$ cat src/rtl/lsu_lane_pkg.sv
package lsu_lane_pkg;

  typedef enum logic [1:0] {
    SZ_BYTE = 2'd0,
    SZ_HALF = 2'd1,
    SZ_WORD = 2'd2,
    SZ_RSVD = 2'd3
  } lane_size_e;

  // Number of bytes an access of the given size covers.
  function automatic int lane_bytes(lane_size_e s);
    case (s)
      SZ_BYTE: lane_bytes = 1;
      SZ_HALF: lane_bytes = 2;
      default: lane_bytes = 4;
    endcase
  endfunction

endpackage

$ cat src/rtl/lsu_ea_gen.sv
module lsu_ea_gen
  import lsu_lane_pkg::*;
#(
  parameter int ADDR_W = 32,
  parameter int IMM_W  = 16
) (
  input  logic [ADDR_W-1:0] base_i,
  input  logic [IMM_W-1:0]  imm_i,
  input  lane_size_e        size_i,
  output logic [ADDR_W-1:0] ea_o,
  output logic              misal_o
);

  localparam int EXT_W = ADDR_W - IMM_W;

  logic [ADDR_W-1:0] imm_ext;

  assign imm_ext = {{EXT_W{imm_i[IMM_W-1]}}, imm_i};
  assign ea_o    = base_i + imm_ext;

  // Alignment: the address bits below the access size must be zero.
  always_comb begin
    case (size_i)
      SZ_BYTE: misal_o = 1'b0;
      SZ_HALF: misal_o = ea_o[0];
      SZ_WORD: misal_o = |ea_o[1:0];
      default: misal_o = 1'b1;
    endcase
  end

endmodule

$ cat src/rtl/lsu_lane_steer.sv
module lsu_lane_steer
  import lsu_lane_pkg::*;
#(
  parameter int NUM_LANES  = 4,
  parameter bit BIG_ENDIAN = 1'b0,
  localparam int OFS_W     = $clog2(NUM_LANES)
) (
  input  logic [OFS_W-1:0]     ofs_i,
  input  lane_size_e           size_i,
  output logic [OFS_W-1:0]     start_o,
  output logic [NUM_LANES-1:0] mask_o
);

  int nb;

  always_comb begin
    nb = lane_bytes(size_i);
  end

  // Lowest lane touched by the access. In big-endian order the field is
  // mirrored inside the word, so it starts below the byte offset's mirror.
  generate
    if (BIG_ENDIAN) begin : g_big
      assign start_o = OFS_W'(NUM_LANES - nb - int'(ofs_i));
    end else begin : g_little
      assign start_o = ofs_i;
    end
  endgenerate

  generate
    for (genvar i = 0; i < NUM_LANES; i++) begin : g_mask
      assign mask_o[i] = (i >= int'(start_o)) && (i < (int'(start_o) + nb));
    end
  endgenerate

endmodule

$ cat src/rtl/lsu_store_pack.sv
module lsu_store_pack
  import lsu_lane_pkg::*;
#(
  parameter int DATA_W     = 32,
  localparam int NUM_LANES = DATA_W / 8,
  localparam int OFS_W     = $clog2(NUM_LANES)
) (
  input  logic [DATA_W-1:0]    src_i,
  input  lane_size_e           size_i,
  input  logic [OFS_W-1:0]     start_i,
  input  logic [NUM_LANES-1:0] mask_i,
  input  logic                 wr_en_i,
  output logic [DATA_W-1:0]    wdata_o,
  output logic [NUM_LANES-1:0] be_o
);

  logic [DATA_W-1:0] src_m;

  always_comb begin
    case (size_i)
      SZ_BYTE: src_m = {{(DATA_W-8){1'b0}}, src_i[7:0]};
      SZ_HALF: src_m = {{(DATA_W-16){1'b0}}, src_i[15:0]};
      default: src_m = src_i;
    endcase
  end

  assign wdata_o = src_m << {start_i, 3'b000};
  assign be_o    = wr_en_i ? mask_i : '0;

endmodule

$ cat src/rtl/lsu_load_unpack.sv
module lsu_load_unpack
  import lsu_lane_pkg::*;
#(
  parameter int DATA_W     = 32,
  localparam int NUM_LANES = DATA_W / 8,
  localparam int OFS_W     = $clog2(NUM_LANES)
) (
  input  logic [DATA_W-1:0] rdata_i,
  input  logic [OFS_W-1:0]  start_i,
  input  lane_size_e        size_i,
  input  logic              uns_i,
  output logic [DATA_W-1:0] value_o
);

  logic [DATA_W-1:0] shifted;
  logic              fill8;
  logic              fill16;

  assign shifted = rdata_i >> {start_i, 3'b000};
  assign fill8   = ~uns_i & shifted[7];
  assign fill16  = ~uns_i & shifted[15];

  always_comb begin
    case (size_i)
      SZ_BYTE: value_o = {{(DATA_W-8){fill8}}, shifted[7:0]};
      SZ_HALF: value_o = {{(DATA_W-16){fill16}}, shifted[15:0]};
      default: value_o = shifted;
    endcase
  end

endmodule

$ cat src/rtl/lsu_lane_unit.sv
module lsu_lane_unit
  import lsu_lane_pkg::*;
#(
  parameter int ADDR_W     = 32,
  parameter int DATA_W     = 32,
  parameter int IMM_W      = 16,
  parameter bit BIG_ENDIAN = 1'b0,
  localparam int NUM_LANES = DATA_W / 8,
  localparam int OFS_W     = $clog2(NUM_LANES),
  localparam int WADDR_W   = ADDR_W - OFS_W
) (
  input  logic                 clk,
  input  logic                 rst_n,
  input  logic                 req_valid,
  input  logic                 req_store,
  input  logic [1:0]           req_size,
  input  logic                 req_unsigned,
  input  logic [ADDR_W-1:0]    req_base,
  input  logic [IMM_W-1:0]     req_imm,
  input  logic [DATA_W-1:0]    req_wsrc,
  output logic [WADDR_W-1:0]   mem_addr,
  output logic                 mem_re,
  output logic                 mem_we,
  output logic [NUM_LANES-1:0] mem_be,
  output logic [DATA_W-1:0]    mem_wdata,
  input  logic [DATA_W-1:0]    mem_rdata,
  output logic                 misaligned,
  output logic                 load_valid,
  output logic [DATA_W-1:0]    load_result
);

  // Reset: asserted asynchronously, released on a clock edge.
  logic [1:0] rst_sync_q;
  logic       rst_n_sync;

  always_ff @(posedge clk or negedge rst_n) begin
    if (!rst_n) begin
      rst_sync_q <= '0;
    end else begin
      rst_sync_q <= {rst_sync_q[0], 1'b1};
    end
  end

  assign rst_n_sync = rst_sync_q[1];

  // Request side.
  lane_size_e           req_size_e;
  logic [ADDR_W-1:0]    ea;
  logic                 misal_raw;
  logic [OFS_W-1:0]     req_start;
  logic [NUM_LANES-1:0] req_mask;
  logic                 acc_ok;
  logic                 wr_go;
  logic                 rd_go;

  assign req_size_e = lane_size_e'(req_size);

  lsu_ea_gen #(
    .ADDR_W (ADDR_W),
    .IMM_W  (IMM_W)
  ) i_ea_gen (
    .base_i  (req_base),
    .imm_i   (req_imm),
    .size_i  (req_size_e),
    .ea_o    (ea),
    .misal_o (misal_raw)
  );

  lsu_lane_steer #(
    .NUM_LANES  (NUM_LANES),
    .BIG_ENDIAN (BIG_ENDIAN)
  ) i_lane_steer (
    .ofs_i   (ea[OFS_W-1:0]),
    .size_i  (req_size_e),
    .start_o (req_start),
    .mask_o  (req_mask)
  );

  assign acc_ok = req_valid & ~misal_raw;
  assign wr_go  = acc_ok & req_store;
  assign rd_go  = acc_ok & ~req_store;

  lsu_store_pack #(
    .DATA_W (DATA_W)
  ) i_store_pack (
    .src_i   (req_wsrc),
    .size_i  (req_size_e),
    .start_i (req_start),
    .mask_i  (req_mask),
    .wr_en_i (wr_go),
    .wdata_o (mem_wdata),
    .be_o    (mem_be)
  );

  assign mem_addr   = ea[ADDR_W-1:OFS_W];
  assign mem_we     = wr_go;
  assign mem_re     = rd_go;
  assign misaligned = req_valid & misal_raw;

  // Response side: lane position and mode of the outstanding load.
  logic             rsp_vld_q, rsp_vld_d;
  logic [OFS_W-1:0] rsp_start_q, rsp_start_d;
  lane_size_e       rsp_size_q, rsp_size_d;
  logic             rsp_uns_q, rsp_uns_d;
  logic             rsp_cap_en;

  always_comb begin
    rsp_vld_d   = rd_go;
    rsp_cap_en  = rd_go;
    rsp_start_d = req_start;
    rsp_size_d  = req_size_e;
    rsp_uns_d   = req_unsigned;
  end

  always_ff @(posedge clk or negedge rst_n_sync) begin
    if (!rst_n_sync) begin
      rsp_vld_q <= 1'b0;
    end else begin
      rsp_vld_q <= rsp_vld_d;
    end
  end

  always_ff @(posedge clk or negedge rst_n_sync) begin
    if (!rst_n_sync) begin
      rsp_start_q <= '0;
      rsp_size_q  <= SZ_BYTE;
      rsp_uns_q   <= 1'b0;
    end else if (rsp_cap_en) begin
      rsp_start_q <= rsp_start_d;
      rsp_size_q  <= rsp_size_d;
      rsp_uns_q   <= rsp_uns_d;
    end
  end

  logic [DATA_W-1:0] unpacked;

  lsu_load_unpack #(
    .DATA_W (DATA_W)
  ) i_load_unpack (
    .rdata_i (mem_rdata),
    .start_i (rsp_start_q),
    .size_i  (rsp_size_q),
    .uns_i   (rsp_uns_q),
    .value_o (unpacked)
  );

  assign load_valid  = rsp_vld_q;
  assign load_result = rsp_vld_q ? unpacked : '0;

endmodule

$ cat config.mk
export PLATFORM = sky130hd
export DESIGN_NAME = lsu_lane_unit
export DESIGN_NICKNAME = d
export VERILOG_FILES = /design/src/rtl/lsu_lane_pkg.sv /design/src/rtl/lsu_ea_gen.sv /design/src/rtl/lsu_lane_steer.sv /design/src/rtl/lsu_store_pack.sv /design/src/rtl/lsu_load_unpack.sv /design/src/rtl/lsu_lane_unit.sv
export SDC_FILE = /design/constraint.sdc
export NUM_CORES = 1
export LEC_CHECK = 0
export BUFFER_PORTS_ARGS = -buffer_cell sky130_fd_sc_hd__buf_2
export CAP_MARGIN = 10
export CORE_AREA = 2 2 87 105
export CTS_CLUSTER_SIZE = 8
export DETAILED_ROUTE_END_ITERATION = 6
export DIE_AREA = 0 0 89 107
export PLACE_DENSITY = 0.81
export SYNTH_ARGS = -nofsm -noshare
export SYNTH_HDL_FRONTEND = slang
export SYNTH_SLANG_ARGS = --single-unit
$ cat constraint.sdc
create_clock -name clk -period 2.7 [get_ports clk]
set_input_delay 0.27 -clock clk [delete_from_list [all_inputs] [get_ports clk]]
set_output_delay 0.27 -clock clk [all_outputs]
set_load 0.01 [all_outputs]
==> results.md <==
* Core Area at 8520 sq um
* Rel. slew slack at 53.4%
* Number of synthesized flops with an enable pin at 0
* Syn nets at 714
* Pre-CTS WS at -45.3 ps
* Dominant synthesized flop cell: dfrtp_1
* Die area at 9520 sq um
* Area of placed instances at 4970 sq um
* CTS clk-pin slew, worst paths at 40 ps
* WP data required at 2430 ps
* Synth async-reset ratio at 100%
* Crit-path max FO at 9
* Largest net degree at the start of global routing at 38
* Final slew viol count at 0
* DP Cell Count at 868
* HP Class: flip-flop to async pin
* First-pass GRT wire length at 21.1 mm
* Design Area, Final at 5110 sq um
* Max cap viols at 0
* Fin. Hold Viols at 0
* Mapped Area at 3820 sq um
* CP startpoint kind: input pin
* Die H at 107 um
* Sink Count at 8
* Clock skew at 4.11 ps
* Total CTS buffers at 3
* Final std cells w/o fill at 874
* Cell count after synthesis at 560
* Most common cell after layout, fill and taps aside: buf_2
* Leak at 2.76 nW
* Tcrit/Tclk final at 97.7%
* Worst-margin pin slew at 698 ps
* Synthesized flop and latch total at 8
* Final setup vio count at 0
* Commonest cells after routing, fill and taps aside: buf_2 (219), nand2_1 (85), nor2_1 (46), a21oi_1 (42), buf_4 (37)
* Remaining Overflow, GRT at 0
* Number of DRC markers in iteration 0 at 192
* Worst endpoint data arrival time at 2370 ps
* Clk_lat worst skew at 220 ps
* Peak VDD IR at 141 uV
* Post-layout min period at 2640 ps
* Area growth syn-to-layout at 33.6%
* WS Path Type: input pin to primary output
* GP Congestion at 0.957
* DP Wirelength at 11.7 mm
* Min setup slack post-route at 61.9 ps
* Drt pass-1 iters at 5
* F_max at 379 MHz
* Die width at 89 um
* Netlist cell types at 60
* Core Util, Final at 60.0%
* Gr usage total at 27.0%
* Vias in the first global route at 4673
* Total Routed Length at 13.8 mm
* DRC violations left at 0
* PD cells at 372 nW/um^2
* Via count at 4881
* Share of post-route cells with drive strength above 1 at 40.4%
* RSZ-0062 raised after global routing: true
* Final nets at 911
* Vias per cell at 5.58
* CTS max path bufs at 2
* Status: finished, final reports clean
* Initial antenna violation count at 3
* Initial core utilization at 44.9%
* Sequential fraction of the synthesis area at 5.24%
* DR WL/cell at 15.8 um
* Htree depth at 1
* CTS tree: yes
* I/O Pins at 221
* Synth Area per Inst at 6.83 sq um
* Number of port buffers at 220
* Crit end category: primary output
* Clk root buf: clkbuf_8
* Antenna Nets Post-Route at 0
* Hold Slack at 103 ps
* Warnings, synthesis at 0
* Row Count at 37
## repair_timing
item / in CTS / in global routing
hold buffers: 1 / 0
buffers inserted: 0 / 0
hold endpoints to repair: 2 / 0
resized for setup: 1 / 25
pin swaps: 0 / 5
gates cloned: 0 / 0
setup endpoints to repair: 2 / 15
## critical path, cell delays in order
cell and delay [ps]:
clkbuf_4 170, ha_1 360, buf_4 150, nand4_1 150, or2_4 330, or3_1 380
o211ai_1 230, xor2_1 170, buf_2 150
## sequential cells by signal, summed over array words and instances (netlist names)
| signal | cells |
|---|---|
| rst_sync_q | 2 |
| rsp_start_q | 2 |
| rsp_size_q | 2 |
| load_valid | 1 |
| rsp_uns_q | 1 |
## logic make-up (layout without fill, tap and decap cells)
kind of cell / Yosys count / after routing / synth area share (%)
other cells: 1 / 3 / 0.0981
compound gates: 184 / 184 / 33.0
buf+inv: 82 / 277 / 11.5
mux: 39 / 39 / 10.7
simple gates: 186 / 186 / 21.9
xor+xnor: 25 / 25 / 5.73
fa+ha+maj: 35 / 35 / 11.8
flops: 8 / 8 / 5.24
## Yosys cell counts, types with 10 or more instances
library cell / number / share of area, %
nand2_1: 85 / 8.3
nor2_1: 47 / 4.6
a21oi_1: 46 / 6.0
ha_1: 33 / 11
o21ai_0: 32 / 4.2
buf_4: 30 / 5.9
mux2i_1: 27 / 7.1
clkbuf_1: 17 / 1.7
inv_1: 15 / 1.5
o21a_1: 14 / 2.7
buf_2: 13 / 1.7
xnor2_1: 13 / 3.0
xor2_1: 12 / 2.7
mux2_2: 11 / 3.2
and2_1: 10 / 1.6
o211a_1: 10 / 2.6
## cell type report
class,instances,area [sq um]
timing repair buffer,258,1390
tap,117,146
clock buffer,3,41.3
sequential,8,200
antenna,2,5.00
multi-input combinational,470,3260
fill,864,3410
inverter,16,60.1
## metal layers
metal  vias up  track usage (%)  wire length, um
met1      2247             27.9             5030
met2       223             52.7             7510
li1       2387                -                -
met4         2             8.32              212
met3        22             5.16             1050
met5         -                0               10
## power breakdown
| part | leakage (nW) | internal (mW) | switching (mW) |
|---|---|---|---|
| Sequential | 0.0967 | 0.142 | 0.0423 |
| Combinational | 2.64 | 0.692 | 0.881 |
| Clock | 0.0216 | 0.0964 | 0.0448 |
## worst paths after layout
check                                           start                    endpoint  slack [ps]  cells after the start
setup / recovery                          req_imm[15]                mem_addr[22]          60                      9
hold / removal                rst_sync_q[1]$_DFF_PN0_        load_valid$_DFF_PN0_         100                      0
setup reg to reg           rsp_start_q[1]$_DFFE_PN0P_  rsp_start_q[1]$_DFFE_PN0P_        1540                      3
hold reg to reg               rst_sync_q[1]$_DFF_PN0_        load_valid$_DFF_PN0_         100                      0
max in group asynchronous                       rst_n     rst_sync_q[0]$_DFF_PN0_        2240                      2
min in group clk                         req_unsigned       rsp_uns_q$_DFFE_PN0P_         280                      2
## metrics by stage
step                      setup TNS (ps)  power (mW)
after floorplan                        0        1.30
after global placement                 0        1.69
after detailed placement           -69.4        1.71
after CTS                              0        1.87
after global routing               -32.1        2.05
final                                  0        1.90
Power figures use the tool's default switching activity.
